[config.mk]
export PLATFORM = sky130hd
export DESIGN_NAME = fetch_add_unit
export DESIGN_NICKNAME = d
export VERILOG_FILES = /design/src/rtl/fadd_pkg.sv /design/src/rtl/fadd_store.sv /design/src/rtl/fadd_match.sv /design/src/rtl/fadd_sum.sv /design/src/rtl/fetch_add_unit.sv
export SDC_FILE = /design/constraint.sdc
export NUM_CORES = 1
export LEC_CHECK = 0
export ABC_AREA = 1
export CORE_MARGIN = 2
export CORE_UTILIZATION = 40
export CTS_BUF_LIST = sky130_fd_sc_hd__clkbuf_8 sky130_fd_sc_hd__clkbuf_16
export DETAILED_ROUTE_END_ITERATION = 6
export REMOVE_ABC_BUFFERS = 1
export SKIP_LAST_GASP = 1
export SYNTH_ARGS = -nofsm -noshare
export SYNTH_HDL_FRONTEND = slang
export SYNTH_SLANG_ARGS = --single-unit
export TNS_END_PERCENT = 30
[constraint.sdc]
create_clock -name clk -period 4.3 [get_ports clk]
set_input_delay 0.86 -clock clk [delete_from_list [all_inputs] [get_ports clk]]
set_output_delay 0.86 -clock clk [all_outputs]
set_load 0.01 [all_outputs]
[src/rtl/fadd_pkg.sv]
package fadd_pkg;

  // Where the near-stage operand pair for the three-input adder comes from
  typedef enum logic [0:0] {
    PAIR_STORED = 1'b0,  // early array word (possibly repaired by the far match)
    PAIR_CHAIN  = 1'b1   // previous operation's offset and operand
  } pair_src_e;

endpackage

[src/rtl/fadd_store.sv]
module fadd_store #(
  parameter int DATA_W = 16,
  parameter int DEPTH  = 16,
  parameter int ADDR_W = 4
) (
  input  logic              clk,
  input  logic              rst,
  input  logic [ADDR_W-1:0] rd_addr,
  output logic [DATA_W-1:0] rd_data,
  input  logic              wr_en,
  input  logic [ADDR_W-1:0] wr_addr,
  input  logic [DATA_W-1:0] wr_data
);

  logic [DATA_W-1:0] cells [DEPTH];
  logic              rd_in_range;

  always_ff @(posedge clk) begin
    for (int i = 0; i < DEPTH; i++) begin
      if (rst) begin
        cells[i] <= '0;
      end else if (wr_en && ({1'b0, wr_addr} == (ADDR_W+1)'(i))) begin
        cells[i] <= wr_data;
      end
    end
  end

  assign rd_in_range = ({1'b0, rd_addr} < (ADDR_W+1)'(DEPTH));

  always_comb begin
    rd_data = '0;
    for (int i = 0; i < DEPTH; i++) begin
      if (rd_in_range && ({1'b0, rd_addr} == (ADDR_W+1)'(i))) begin
        rd_data = cells[i];
      end
    end
  end

endmodule

[src/rtl/fadd_match.sv]
module fadd_match #(
  parameter int ADDR_W = 4
) (
  input  logic [ADDR_W-1:0] probe_addr,
  input  logic              slot_live,
  input  logic [ADDR_W-1:0] slot_addr,
  output logic              hit
);

  // A slot without a live operation never matches
  assign hit = slot_live && (probe_addr == slot_addr);

endmodule

[src/rtl/fadd_sum.sv]
module fadd_sum
  import fadd_pkg::*;
#(
  parameter int DATA_W = 16,
  parameter int ADDR_W = 4
) (
  input  logic              clk,
  input  logic              rst,
  input  logic              in_valid,
  input  logic [ADDR_W-1:0] in_raddr,
  input  logic [ADDR_W-1:0] in_waddr,
  input  logic [DATA_W-1:0] in_offset,
  input  logic [DATA_W-1:0] rd_word,
  input  logic              hit_far,
  input  logic              hit_near,
  output logic              b_v,
  output logic [ADDR_W-1:0] b_raddr,
  output logic [DATA_W-1:0] b_off,
  output logic [DATA_W-1:0] b_opnd,
  output logic              c_v,
  output logic [ADDR_W-1:0] c_waddr,
  output logic [DATA_W-1:0] c_sum
);

  function automatic logic [DATA_W-1:0] add3(
    input logic [DATA_W-1:0] x,
    input logic [DATA_W-1:0] y,
    input logic [DATA_W-1:0] z
  );
    return x + y + z;
  endfunction

  logic [ADDR_W-1:0] b_waddr;
  logic [DATA_W-1:0] c_off;
  logic [DATA_W-1:0] c_base;

  pair_src_e         pair_sel;
  logic [DATA_W-1:0] far_word;
  logic [DATA_W-1:0] pair_off;
  logic [DATA_W-1:0] pair_base;
  logic [DATA_W-1:0] own_base;
  logic [DATA_W-1:0] next_sum;

  // Early read repaired with the sum being written this cycle
  assign far_word = hit_far ? c_sum : rd_word;

  assign pair_sel = hit_near ? PAIR_CHAIN : PAIR_STORED;

  always_comb begin
    unique case (pair_sel)
      PAIR_CHAIN: begin
        pair_off  = c_off;
        pair_base = c_base;
      end
      default: begin
        pair_off  = '0;
        pair_base = b_opnd;
      end
    endcase
  end

  // Operand this operation effectively used, kept for the next one
  assign own_base = hit_near ? c_sum : b_opnd;
  assign next_sum = add3(b_off, pair_off, pair_base);

  always_ff @(posedge clk) begin
    if (rst) begin
      b_v     <= 1'b0;
      b_raddr <= '0;
      b_waddr <= '0;
      b_off   <= '0;
      b_opnd  <= '0;
      c_v     <= 1'b0;
      c_waddr <= '0;
      c_off   <= '0;
      c_base  <= '0;
      c_sum   <= '0;
    end else begin
      b_v     <= in_valid;
      b_raddr <= in_raddr;
      b_waddr <= in_waddr;
      b_off   <= in_offset;
      b_opnd  <= far_word;
      c_v     <= b_v;
      c_waddr <= b_waddr;
      c_off   <= b_off;
      c_base  <= own_base;
      c_sum   <= b_v ? next_sum : '0;
    end
  end

endmodule

[src/rtl/fetch_add_unit.sv]
module fetch_add_unit #(
  parameter int DATA_W = 16,
  parameter int DEPTH  = 16,
  localparam int ADDR_W = (DEPTH > 1) ? $clog2(DEPTH) : 1
) (
  input  logic              clk,
  input  logic              rst,
  input  logic              in_valid,
  input  logic [ADDR_W-1:0] in_raddr,
  input  logic [ADDR_W-1:0] in_waddr,
  input  logic [DATA_W-1:0] in_offset,
  output logic              out_valid,
  output logic [DATA_W-1:0] out_sum
);

  logic [DATA_W-1:0] rd_word;
  logic              hit_far;
  logic              hit_near;
  logic              b_v;
  logic [ADDR_W-1:0] b_raddr;
  logic [DATA_W-1:0] b_off;
  logic [DATA_W-1:0] b_opnd;
  logic              c_v;
  logic [ADDR_W-1:0] c_waddr;
  logic [DATA_W-1:0] c_sum;

  fadd_store #(.DATA_W(DATA_W), .DEPTH(DEPTH), .ADDR_W(ADDR_W)) u_store (
    .clk     (clk),
    .rst     (rst),
    .rd_addr (in_raddr),
    .rd_data (rd_word),
    .wr_en   (c_v),
    .wr_addr (c_waddr),
    .wr_data (c_sum)
  );

  // Incoming operation against the one two steps ahead (being written now)
  fadd_match #(.ADDR_W(ADDR_W)) u_far (
    .probe_addr (in_raddr),
    .slot_live  (c_v),
    .slot_addr  (c_waddr),
    .hit        (hit_far)
  );

  // Operation in the add stage against the one immediately ahead
  fadd_match #(.ADDR_W(ADDR_W)) u_near (
    .probe_addr (b_raddr),
    .slot_live  (c_v),
    .slot_addr  (c_waddr),
    .hit        (hit_near)
  );

  fadd_sum #(.DATA_W(DATA_W), .ADDR_W(ADDR_W)) u_sum (
    .clk       (clk),
    .rst       (rst),
    .in_valid  (in_valid),
    .in_raddr  (in_raddr),
    .in_waddr  (in_waddr),
    .in_offset (in_offset),
    .rd_word   (rd_word),
    .hit_far   (hit_far),
    .hit_near  (hit_near),
    .b_v       (b_v),
    .b_raddr   (b_raddr),
    .b_off     (b_off),
    .b_opnd    (b_opnd),
    .c_v       (c_v),
    .c_waddr   (c_waddr),
    .c_sum     (c_sum)
  );

  assign out_valid = c_v;
  assign out_sum   = c_sum;

endmodule

# Word level (Yosys, flattened, before mapping)
# Memory sizes are Yosys's and may differ from the RTL's.
# Index checks and enable logic that the tools add are counted.
# totals
ram_bits	256
out_inout_bits	17
regBits	94
mem_count	1
# classes
mux	87
n_eq_ne	32
addsub	2
n_bitwise	17
n_reduce_logical	21
# mem_list
name	words	width	rd	rd_ports_with_merged_regs	wr	line	rtl
u_store.cells	16	16	16	0	16	fadd_store.sv:15	logic [DATA_W-1:0] cells [DEPTH];
# ops
cell	n
$mux W16	36
$eq A4 B4 Y1 const B	16
$mux W1	51
$add A16 B16 Y16	2
$eq A4 B3 Y1 const B	8
$logic_and A1 B1 Y1	18
$eq A4 B2 Y1 const B	4
$or A1 B1 Y1	16
$eq A4 B1 Y1 const B	2
$eq A4 B4 Y1	2
$logic_not A4 Y1	2
$reduce_or A2 Y1	1
$not A1 Y1	1

# Logic depth before layout (Yosys ltp)
# Gate-level depths: netlist of the first run.
# logic_depth
word_depth	18
ltp_mapped	23

# Cells and area by module
# A second synthesis of the first run with hierarchy kept.
# hier_totals
hier_cells	1734
hier_area_um2	15677.5
# modules_own_cells
module	cells_each	instances	area_per_inst_um2
fadd_store	1126	1	11317.1
fadd_sum	568	1	4187.8
fadd_match	20	2	86.3

# Worst setup path after synthesis of the first run
# OpenSTA, ideal clock, no wires.
# synth_timing
path_kind	register -> register
from	reg u_sum.c_v
to	reg u_sum.c_sum[12]
setup_slack_ps	986
path_buffers	1
t_arrival_ps	3193
synth_period_minus_slack_ps	3314
stages_incl_launch_ff	19
path_cell_list	dfxtp_1 o21ai_0 nor2_1 nand3_4 clkinv_2 clkbuf_1 nand2_1 fa_1 inv_1 ha_1 a21oi_1 nand2_1 inv_1 o21a_1 o21ai_1 a21boi_0 o21ai_1 o21ai_0 a21oi_1
# synth_between
elab_chain_cells	5
elab_cells_between_ends	6
cone_classes	add/sub: 2; mux: 3; reduce/logical: 1
# synth_rtl
element	line	rtl
start: declaration	fadd_sum.sv:20	output logic c_v,
start signal: assignment	fadd_sum.sv:84	c_v <= b_v;
$logic_and A1 B1 Y1 (*)	fadd_match.sv:11	assign hit = slot_live && (probe_addr == slot_addr);
$mux W1 (*)	fadd_sum.sv:47	assign pair_sel = hit_near ? PAIR_CHAIN : PAIR_STORED;
$mux W16	fadd_sum.sv:50	unique case (pair_sel)
$add A16 B16 Y16	fadd_sum.sv:30	return x + y + z;
$add A16 B16 Y16 (*)	fadd_sum.sv:30	
end signal: assignment	fadd_sum.sv:88	c_sum <= b_v ? next_sum : '0;
end: declaration	fadd_sum.sv:22	output logic [DATA_W-1:0] c_sum
# Every way passes the cells marked *; elsewhere a longest branch is shown, timed or not.
# A chain may end at the register's enable or synchronous reset.

# Worst setup path in the final report of the first run
# layout_timing
from	reg u_sum.c_waddr[3]
to	reg u_sum.c_sum[15]
# layout_between
elab_chain_cells	6
elab_cells_between_ends	7
cone_classes	add/sub: 2; eq/ne: 1; mux: 3; reduce/logical: 1
# layout_rtl
element	line	rtl
start: declaration	fadd_sum.sv:21	output logic [ADDR_W-1:0] c_waddr,
start signal: assignment	fadd_sum.sv:85	c_waddr <= b_waddr;
$eq A4 B4 Y1 (*)	fadd_match.sv:11	
$logic_and A1 B1 Y1 (*)	fadd_match.sv:11	
$mux W1 (*)	fadd_sum.sv:47	
$mux W16	fadd_sum.sv:50	
$add A16 B16 Y16	fadd_sum.sv:30	
$add A16 B16 Y16 (*)	fadd_sum.sv:30	
# Marks and branches as above.

==> results by group, run 1 <==
Drt
  • DR WL/cell: 17.9 µm
  • DR vias: 11100
  • Antenna Nets Post-Route: 0
  • DR pass1 iterations: 5
  • Routed Wire Length: 39.1 mm
  • Number of remaining DRC errors: 0
  • DR vias/cell: 5.08
  • Initial DRC count: 1039

Clock tree
  • Total CTS buffers: 38
  • Clock root buffer: clkbuf_16
  • Setup Fix Bufs, Post-CTS: 0
  • CTS Sinks: 350
  • Clock Pin Slew Worst Setup and Hold Paths: 0.06 ns
  • H-tree depth: 2
  • Hold_buf cts: 0
  • Clock Path Buffers: 3
  • CTS tree: done
  • Clk_lat worst skew: 0.53 ns

Logic synthesis
  • FFs w/ async S/R, synth: 0%
  • Syn_area_per_cell: 9.52 µm²
  • Warnings, synthesis: 0
  • Synth Flop Type: edfxtp_1
  • Seq/Total Area, Yosys: 62.1%
  • Synthesized area: 15400 µm²
  • Unique masters post-synth: 42
  • Number of synthesized flops with an enable pin: 256
  • Synth Register Bits: 350
  • Mapped Cells: 1619

Die
  • Die width: 200 µm
  • Num ports: 44
  • Die outline height: 200 µm
  • Initial Util: 40.7%
  • Core area: 37800 µm²
  • DIE AREA: 40100 µm²
  • Row count: 71

Worst hold path
  • HP Class: flop to flop
  • WHS Path Cells: 2

GRT
  • Largest net degree at the start of global routing: 62
  • Overall track demand over capacity in global routing: 19.4%
  • Grt total ovfl: 0
  • First-pass GRT wire length: 61.0 mm
  • Initial antenna violation count: 0
  • Vias in the first global route: 10500

Worst setup path
  • Worst Setup Start Kind: flop
  • Most used cell, CP: nand2_1
  • Critical Path Fanout Max: 30
  • Levels on crit path: 20
  • Critical path's slowest cell: fa_1
  • CP Buf/Inv Count: 4
  • Cell class contributing the biggest share of worst-path delay: simple AND/OR/NAND/NOR gates
  • Reg2Reg Depth: 20
  • Crit path required time: 4.72 ns
  • Crit path cell chain: inv_1, nand2_1, o21ai_0, inv_1, nand3_4, inv_4, a21boi_0, fa_1, inv_1, ha_1, nand2_1, o21a_1, nor2_1, nor2_1, nand2_1, nand3_1, o211ai_1, nand3_1, nand2_1, nor2_1
  • Max incr delay on CP: 0.52 ns
  • Crit. End Element: flop
  • Critical path arrival: 4.17 ns
  • Kind of critical path: flop to flop

Timing
  • FMAX: 266 MHz
  • Rel. slew slack: 37.1%
  • Final Hold Viols: 0
  • RSZ-0062 raised after global routing: false
  • Min Hold Slack: 0.416 ns
  • Final Setup Violations: 0
  • Worst Clk Skew: 0.0181 ns
  • Period Utilization, post-route: 87.3%
  • Slew Limit Fails: 0
  • Least-Margin Pin Slew: 0.940 ns
  • Min Tclk post-route: 3.75 ns
  • Setup TNS: 0 ns

Power
  • Pleak: 6.59 nW
  • Reg power frac: 51.7%
  • Worst vdd ir: 0.213 mV
  • Comb power frac: 7.1%
  • Switching part of the total power: 23.3%
  • Clock network power share: 41.3%
  • Net load switching power: 1.71 mW
  • Internal power: 5.62 mW
  • Pwr dens: 421 nW/µm²

Final layout
  • Antenna cells: 0
  • Area grow syn2layout: 12.9%
  • Layout Nets: 1697
  • Layout Cells excl Fill: 2178
  • Layout cells sized above 1: 6.06%

Place
  • Placed cells: 2111
  • Gp weighted congestion: 0.825
  • Port Buffers: 43
  • DPL Wire Length: 25.1 mm

Status
  • Status: complete, no violations

Flow run
  • Max-cap viol count: 0
==> cell families after synthesis <==
logic type	Yosys count	synth area share, %
AND/OR/NAND/NOR	871	23.6
AO/OA/AOI/OAI	129	4.72
buffers and inverters	235	6.12
adder cells (fa/ha/maj)	30	3.21
XOR/XNOR	4	0.227
flip-flops	350	62.1
==> Yosys cell counts (5+ instances only) <==
| cell | n | share of area, % |
|---|---|---|
| nor2_1 | 413 | 10 |
| nand2_1 | 302 | 7.4 |
| edfxtp_1 | 256 | 50 |
| inv_1 | 151 | 3.7 |
| dfxtp_1 | 94 | 12 |
| a21oi_1 | 65 | 2.1 |
| nand3_1 | 60 | 1.9 |
| nand4_1 | 57 | 2.3 |
| clkbuf_1 | 48 | 1.2 |
| o21ai_0 | 30 | 0.97 |
| buf_2 | 20 | 0.65 |
| fa_1 | 16 | 2.1 |
| a21boi_0 | 15 | 0.73 |
| ha_1 | 14 | 1.1 |
| or2_0 | 9 | 0.37 |
| nor2_2 | 8 | 0.32 |
| o21a_1 | 8 | 0.39 |
| or2_2 | 7 | 0.28 |
| buf_4 | 5 | 0.24 |
| inv_2 | 5 | 0.12 |
==> registers in the layout, indices dropped and copies added, names as in the netlist <==
register and flops:
u_store.cells 256, u_sum.b_off 16, u_sum.b_opnd 16, u_sum.b_raddr 4, u_sum.b_v 1, u_sum.b_waddr 4, u_sum.c_base 16, u_sum.c_off 16
u_sum.c_sum 16, u_sum.c_v 1, u_sum.c_waddr 4
==> repair_timing <==
item | 4_1_cts | 5_1_grt
setup endpoints to repair | 0 | 2
resized for setup | 0 | 1
endpoints found under the hold margin | 0 | 0
==> worst reg2reg max path, stage by stage, from the launching register on <==
cell and delay, ns:
dfxtp_1 0.50, inv_1 0.09, nand2_1 0.06, o21ai_0 0.07, inv_1 0.09, nand3_4 0.22
inv_4 0.32, a21boi_0 0.21, fa_1 0.52, inv_1 0.04, ha_1 0.35, nand2_1 0.09
o21a_1 0.21, nor2_1 0.09, nor2_1 0.04, nand2_1 0.11, nand3_1 0.11, o211ai_1 0.25
nand3_1 0.13, nand2_1 0.08, nor2_1 0.05
==> through the flow <==
| step | instance area (µm²) | worst slack [ns] | util [%] | power [mW] |
|---|---|---|---|---|
| global route | 17400 | 0.119 | 46.0 | 7.58 |
| CTS | 17400 | 0.439 | 46.0 | 7.39 |
| detailed placement | 16300 | 0.460 | 43.0 | 4.38 |
| global placement | 16300 | 0.527 | 43.0 | 4.37 |
| floorplan | 15100 | 0.737 | - | 4.15 |
| finish | 17400 | 0.547 | 46.0 | 7.33 |
==> metal layers <==
metal | track usage (%) | wire (µm) | up-vias
li1 | - | - | 5309
met3 | 2.72 | 2260 | 75
met2 | 31.1 | 18100 | 352
met4 | 5.48 | 1010 | 0
met1 | 27.6 | 17700 | 5336
met5 | 0 | 0 | -
==> layout by cell type, fill, tap and decap left out, types with 2 or more instances in the layout <==
master,synthesis,final
inv_1,151,160
ha_1,14,14
nand2_1,302,302
nor2_1,413,413
nor2_2,8,8
a21oi_2,2,2
nor3b_1,2,2
nand3_1,60,60
clkbuf_8,0,2
nor2_4,3,3
o21ai_1,2,4
o21a_1,8,8
edfxtp_1,256,256
xor2_1,3,3
nand2_2,2,2
nand2_4,2,2
fa_1,16,16
clkdlybuf4s50_1,0,42
dfxtp_1,94,94
buf_4,5,16
or2_0,9,9
or2_2,7,7
or2_1,2,2
a21boi_0,15,15
inv_2,5,5
o31ai_2,0,3
clkinv_1,0,10
a21oi_1,65,65
o21ai_0,30,28
clkinv_2,1,4
clkbuf_16,0,39
nand4_1,57,57
==> path summary, 6_finish.rpt <==
check | from | endpoint | slack [ns]
worst max-delay path | u_sum.c_waddr[3] | u_sum.c_sum[15] | 0.55
worst min-delay path | u_sum.b_waddr[0] | u_sum.c_waddr[0] | 0.42
worst max register to register | u_sum.c_waddr[3] | u_sum.c_sum[15] | 0.55
worst min register to register | u_sum.b_waddr[0] | u_sum.c_waddr[0] | 0.42
==> power groups by stage <==
stage	clock network, mW	logic [mW]	registers, mW
6_report	3.03	0.517	3.79
5_1_grt	3.20	0.574	3.80
2_1_floorplan	0	0.299	3.85
4_1_cts	3.08	0.520	3.79
3_3_place_gp	0	0.509	3.86
3_5_place_dp	0	0.517	3.86
==> layout make-up <==
class | instances | area [µm²]
well taps | 511 | 639
multi-input cells | 1034 | 4910
fillers | 3590 | 20400
clock inverters | 26 | 139
inverters | 157 | 592
flip-flops and latches | 350 | 9570
repair buffers | 59 | 546
clock buffers | 41 | 1000
(Power assumes the default switching activity.)
==> run 2: changes to the inputs <==
==> constraint.sdc (replaced) <==
create_clock -name clk -period 3.7 [get_ports clk]
set_input_delay 0.74 -clock clk [delete_from_list [all_inputs] [get_ports clk]]
set_output_delay 0.74 -clock clk [all_outputs]
set_load 0.01 [all_outputs]
==> run 2 against run 1 <==
  * Hold slack better by 0.012 ns
  * Clock power grew 18%
  * Sequential power up 16%
  * Global-route usage increased by 0.43 points
  * Final cell count increased by 0.51%
  * Register-to-register slack lost 0.28 ns
  * Sequential share of layout area decreased by 0.43 points
  * Final area up 0.81%
  * Critical path type unchanged
  * Largest cell class unchanged
  * Largest power group unchanged
==> results by group, run 2 (synthesized netlist as in run 1, its figures left out) <==
Power
  • Comb power frac: 7.1% (about the same)
  • Net load switching power: 2.00 mW (+17%)
  • Switching part of the total power: 23.2% (-0.098 points)
  • Worst vdd ir: 0.341 mV (+60%)
  • Reg power frac: 51.3% (-0.4 points)
  • Clock network power share: 41.6% (+0.3 points)
  • Internal power: 6.60 mW (+17%)
  • Pwr dens: 490 nW/µm² (+16%)
  • Pleak: 6.68 nW (+1.3%)

Drt
  • DR pass1 iterations: 6 (+1)
  • Detail Route met2 WL: 18.2 mm (+0.70%)
  • DR vias: 11200 (+0.89%)
  • Detail Route met3 WL: 2.91 mm (+29%)
  • Routed Wire Length: 39.8 mm (+1.9%)
  • DR WL/cell: 18.2 µm (+1.4%)
  • Initial DRC count: 962 (-7.4%)
  • Top Metal Used: met4
  • Post-Route M1 WL: 17.7 mm (+0.12%)
  • Number of remaining DRC errors: 0 (unchanged)
  • DR vias/cell: 5.10 (+0.38%)
  • Antenna Nets Post-Route: 0 (unchanged)

Worst hold path
  • HP Class: flop to flop

Die
  • Num ports: 44 (unchanged)
  • DIE AREA: 40100 µm² (unchanged)
  • Initial Util: 40.7% (unchanged)
  • Die outline height: 200 µm (unchanged)
  • Row count: 71 (unchanged)
  • Core area: 37800 µm² (unchanged)
  • Die width: 200 µm (unchanged)

Flow run
  • Max-cap viol count: 0 (unchanged)

Worst setup path
  • Crit. End Element: flop
  • Critical Path Fanout Max: 24 (-20%)
  • RR Startpoint: u_sum.c_waddr[1]
  • Worst Setup Start Kind: flop
  • Reg2Reg Setup Slack: 0.26 ns (-0.28 ns)
  • Reg2Reg Depth: 19 (-5.0%)
  • Crit path required time: 4.15 ns (-0.57 ns)
  • Kind of critical path: flop to flop
  • CP endpoint: u_sum.c_sum[15]
  • FF-to-FF End: u_sum.c_sum[15]
  • CP Launch Point: u_sum.c_waddr[1]
  • Critical path arrival: 3.89 ns (-0.28 ns)

Place
  • Placed cells: 2124 (+0.62%)
  • Port Buffers: 43 (unchanged)
  • DPL Wire Length: 25.9 mm (+3.4%)
  • Gp weighted congestion: 0.829 (+0.52%)

Timing
  • Slew Limit Fails: 0 (unchanged)
  • Setup TNS: 0 ns (unchanged)
  • RSZ-0062 raised after global routing: true
  • Final Hold Viols: 0 (unchanged)
  • Final Setup Violations: 0 (unchanged)
  • Rel. slew slack: 24.0% (-13 points)
  • Period Utilization, post-route: 92.9% (+5.6 points)
  • Worst Clk Skew: 0.0113 ns (-0.00680 ns)
  • Least-Margin Pin Slew: 1.14 ns (+0.195 ns)
  • Min Tclk post-route: 3.44 ns (-0.316 ns)
  • FMAX: 291 MHz (+9.2%)

Status
  • Status: complete, no violations

Clock tree
  • CTS Sinks: 350 (unchanged)
  • Clock Path Buffers: 3 (unchanged)
  • Clock root buffer: clkbuf_16
  • Setup Fix Bufs, Post-CTS: 0 (unchanged)
  • Clock Pin Slew Worst Setup and Hold Paths: 0.06 ns (about the same)
  • Total CTS buffers: 38 (unchanged)
  • H-tree depth: 2 (unchanged)
  • Clk_lat worst skew: 0.52 ns (about the same)
  • CTS tree: done

Final layout
  • Commonest non-fill, non-tap cell in the layout: nor2_1
  • Most frequent cells in the layout: 413 x nor2_1, 302 x nand2_1, 256 x edfxtp_1, 163 x inv_1, 92 x dfxtp_1
  • Area grow syn2layout: 13.8%
  • Top reg by flops: u_store.cells
  • Antenna cells: 0 (unchanged)
  • Layout cells sized above 1: 7.27% (+1.2 points)
  • Layout Nets: 1710 (+0.77%)
  • Layout filler cell count: 3595 (+0.14%)
  • Layout Cells excl Fill: 2189 (+0.51%)
  • Max reg flops: 256 (unchanged)
  • Fin util: 46.4% (+0.37 points)

GRT
  • First-pass GRT wire length: 61.8 mm (+1.3%)
  • Largest net degree at the start of global routing: 62 (unchanged)
  • Initial antenna violation count: 0 (unchanged)
  • Vias in the first global route: 10800 (+2.5%)
  • Grt total ovfl: 0 (unchanged)
  • Overall track demand over capacity in global routing: 19.9% (+0.43 points)
run 2: critical path, cell delays in order, from the launching register on:
cell and delay [ns]:
dfxtp_2 0.38, inv_2 0.06, nand2_1 0.05, o21ai_0 0.10
a21oi_2 0.17, nand3_4 0.12, inv_6 0.19, buf_4 0.19
a21boi_0 0.11, fa_1 0.48, inv_1 0.04, ha_1 0.21
fa_1 0.53, nand3_1 0.13, nand2_1 0.11, nand3_1 0.13
o211ai_1 0.14, nand3_1 0.09, nand2_1 0.05, nor2_1 0.10
run 2: final cells by class:
| cell class | instances | area, µm² | area share [%] |
|---|---|---|---|
| clock buffer | 44 | 1040 | 5.96 |
| clock inverter | 21 | 115 | 0.656 |
| inverter | 157 | 594 | 3.39 |
| multi-input combinational | 1034 | 4930 | 28.1 |
| sequential | 350 | 9570 | 54.6 |
| tap | 511 | 639 | 3.64 |
| timing repair buffer | 72 | 651 | 3.71 |
run 2: metal layers:
metal,GRT usage (%),vias up
li1,-,5337
met1,27.8,5395
met2,31.4,375
met3,4.10,63
met4,5.58,0
met5,0,-
run 2: worst min path at each step:
stage	cells past startpoint	endpoint	from
CTS	2	u_sum.c_waddr[3]	u_sum.b_waddr[3]
global placement	2	u_sum.c_waddr[0]	u_sum.b_waddr[0]
global route	2	u_sum.c_waddr[0]	u_sum.b_waddr[0]
floorplan	2	u_sum.c_waddr[0]	u_sum.b_waddr[0]
detailed placement	2	u_sum.c_waddr[3]	u_sum.b_waddr[3]
finish	2	u_sum.c_waddr[3]	u_sum.b_waddr[3]
run 2: power groups by stage:
stage                     clock network, mW  logic [mW]  registers (mW)
after floorplan                           0       0.348            4.48
after global placement                    0       0.601            4.49
after detailed placement                  0       0.609            4.49
after CTS                              3.61       0.611            4.41
after global routing                   3.76       0.682            4.42
final                                  3.58       0.613            4.41
run 2: per-stage QoR:
stage / setup slack [ns] / hold WS, ns / area [µm²] / power [mW]
floorplan: 0.137 / 0.388 / 15100 / 4.82
global placement: 0.179 / 0.416 / 16400 / 5.09
detailed placement: 0.0846 / 0.423 / 16400 / 5.10
CTS: 0.0619 / 0.431 / 17500 / 8.63
global route: -0.0241 / 0.448 / 17500 / 8.86
finish: 0.264 / 0.428 / 17500 / 8.60
run 2: timing repair:
item,CTS,global route
resized for setup,0,17
hold buffers,0,0
setup endpoints to repair,0,6
==> run 3: changes to the inputs <==
--- a/config.mk
+++ b/config.mk
@@ -10,8 +10,8 @@
 export CORE_UTILIZATION = 40
 export CTS_BUF_LIST = sky130_fd_sc_hd__clkbuf_8 sky130_fd_sc_hd__clkbuf_16
 export DETAILED_ROUTE_END_ITERATION = 6
+export GPL_ROUTABILITY_DRIVEN = 0
 export REMOVE_ABC_BUFFERS = 1
-export SKIP_LAST_GASP = 1
 export SYNTH_ARGS = -nofsm -noshare
 export SYNTH_HDL_FRONTEND = slang
 export SYNTH_SLANG_ARGS = --single-unit
==> run 3 against run 2 <==
  * Register-to-register slack got worse by 0.02 ns
  * Final cell count unchanged
  * Highest routed layer unchanged
  * Non-clock buffer count stayed put
  * Critical path depth unchanged
  * Utilization about the same
  * Die area is the same
  * Clock power barely moved
  * Wire length is essentially flat
  * Total power hardly changed
  * First-iteration DRC count is 0.31% higher
==> results by group, run 3 (synthesized netlist as in run 1, its figures left out) <==
GRT
  • Grt total ovfl: 0 (unchanged)
  • Initial antenna violation count: 0 (unchanged)
  • Largest net degree at the start of global routing: 62 (unchanged)
  • First-pass GRT wire length: 61.8 mm (unchanged)
  • Overall track demand over capacity in global routing: 19.9% (unchanged)
  • Vias in the first global route: 10800 (unchanged)

Power
  • Pleak: 6.68 nW (about the same)
  • Worst vdd ir: 0.340 mV (-0.21%)
  • PnR Total Power: 8.60 mW (about the same)
  • Pwr dens: 490 nW/µm² (about the same)

Timing
  • FMAX: 290 MHz (-0.45%)
  • Slew Limit Fails: 0 (unchanged)
  • Final Setup Violations: 0 (unchanged)
  • Least-Margin Pin Slew: 1.12 ns (-0.0191 ns)
  • Worst Clk Skew: 0.00809 ns (-0.00318 ns)
  • Rel. slew slack: 25.3% (+1.3 points)
  • Min Tclk post-route: 3.45 ns (+0.0157 ns)
  • Period Utilization, post-route: 93.3% (+0.42 points)
  • Final Hold Viols: 0 (unchanged)
  • Setup TNS: 0 ns (unchanged)

Final layout
  • Reg area: 9570 µm² (unchanged)
  • Top reg by flops: u_store.cells
  • Layout Cells excl Fill: 2189 (unchanged)
  • Area of the multi-input gates: 4940 µm² (+0.18%)
  • Layout cells sized above 1: 7.45% (+0.18 points)
  • Layout Nets: 1710 (unchanged)
  • Commonest non-fill, non-tap cell in the layout: nor2_1
  • Antenna cells: 0 (unchanged)
  • Area grow syn2layout: 13.9% (about the same)
  • Layout filler cell count: 3592 (-0.083%)
  • Max reg flops: 256 (unchanged)
  • Most frequent cells in the layout: 412 x nor2_1, 302 x nand2_1, 256 x edfxtp_1, 163 x inv_1, 92 x dfxtp_1

Place
  • Placed cells: 2124 (unchanged)
  • DPL Wire Length: 25.9 mm (unchanged)
  • Port Buffers: 43 (unchanged)

Clock tree
  • CTS Sinks: 350 (unchanged)
  • CTS tree: done
  • Clock root buffer: clkbuf_16
  • Clock Pin Slew Worst Setup and Hold Paths: 0.06 ns (about the same)
  • Total CTS buffers: 38 (unchanged)
  • Clk_lat worst skew: 0.53 ns (about the same)
  • Setup Fix Bufs, Post-CTS: 0 (unchanged)
  • H-tree depth: 2 (unchanged)
  • Clock Path Buffers: 3 (unchanged)

Worst setup path
  • Crit path required time: 4.16 ns (about the same)
  • Critical Path Fanout Max: 24 (unchanged)
  • Worst Setup Start Kind: flop
  • Crit. End Element: flop
  • Kind of critical path: flop to flop
  • Critical path arrival: 3.91 ns (+0.02 ns)

Drt
  • Antenna Nets Post-Route: 0 (unchanged)
  • DR vias: 11200 (unchanged)
  • Initial DRC count: 965 (+0.31%)
  • Number of remaining DRC errors: 0 (unchanged)
  • DR pass1 iterations: 5 (-1)
  • DR WL/cell: 18.2 µm (about the same)
  • DR vias/cell: 5.10 (unchanged)
  • Routed Wire Length: 39.8 mm (about the same)

Die
  • Core area: 37800 µm² (unchanged)
  • DIE AREA: 40100 µm² (unchanged)
  • Die width: 200 µm (unchanged)
  • Die outline height: 200 µm (unchanged)
  • Initial Util: 40.7% (unchanged)
  • Num ports: 44 (unchanged)
  • Row count: 71 (unchanged)

Flow run
  • Max-cap viol count: 0 (unchanged)

Worst hold path
  • HP Class: flop to flop

Status
  • Status: complete, no violations
==> run 3: cell types whose count changed in the layout (fill, tap and decap cells not counted) <==
cell,before,now
a21boi_0,8,7
a21boi_2,2,3
ha_1,12,11
ha_2,2,3
nor2_1,413,412
nor2_2,8,9
==> run 3: routing by layer <==
metal	GRT usage (%)	vias to the layer above	share of wire [%]
li1	-	5341	-
met1	27.8	5398	45
met2	31.4	359	46
met3	4.10	72	7.2
met4	5.58	0	2.6
met5	0	-	0
==> run 3: where the power goes <==
group | internal [mW] | switching (mW)
sequential | 4.35 | 0.0546
combinational | 0.181 | 0.434
clock | 2.07 | 1.51
==> run 3: critical path: stages, from the launching register on <==
cell and delay [ns]:
dfxtp_2 0.38, inv_2 0.06, nand2_1 0.05, o21ai_0 0.10, a21oi_2 0.17, nand3_4 0.12
inv_6 0.19, buf_4 0.19, a21boi_0 0.11, fa_1 0.48, inv_1 0.04, ha_1 0.21
fa_1 0.53, nand3_1 0.13, nand2_1 0.11, nand3_1 0.14, o211ai_1 0.14, nand3_1 0.09
nand2_1 0.05, nor2_1 0.10
==> run 3: per-stage QoR <==
stage | hold WS [ns] | worst slack (ns) | utilization [%] | area [µm²]
finish | 0.427 | 0.248 | 46.4 | 17600
CTS | 0.431 | 0.0619 | 46.3 | 17500
detailed placement | 0.423 | 0.0846 | 43.2 | 16400
floorplan | 0.388 | 0.137 | - | 15100
global route | 0.448 | -0.0117 | 46.4 | 17600
global placement | 0.416 | 0.179 | 43.2 | 16400
==> run 3: what timing repair did <==
item,4_1_cts,5_1_grt
gates resized for setup,0,21
setup endpoints to repair,0,6
hold buffers,0,0
==> run 3: worst paths after layout <==
| path | start | to | slack, ns | depth (start not counted) |
|---|---|---|---|---|
| worst max-delay path | u_sum.c_waddr[1] | u_sum.c_sum[15] | 0.25 | 19 |
| worst min-delay path | u_sum.b_waddr[3] | u_sum.c_waddr[3] | 0.43 | 2 |
| worst max register to register | u_sum.c_waddr[1] | u_sum.c_sum[15] | 0.25 | 19 |
| worst min register to register | u_sum.b_waddr[3] | u_sum.c_waddr[3] | 0.43 | 2 |
==> run 3: final cells by class <==
class	count	share of cell area, %
sequential	350	54.5
multi-input combinational	1034	28.1
clock inverter	21	0.656
tap	511	3.64
timing repair buffer	72	3.71
inverter	157	3.39
clock buffer	44	5.95
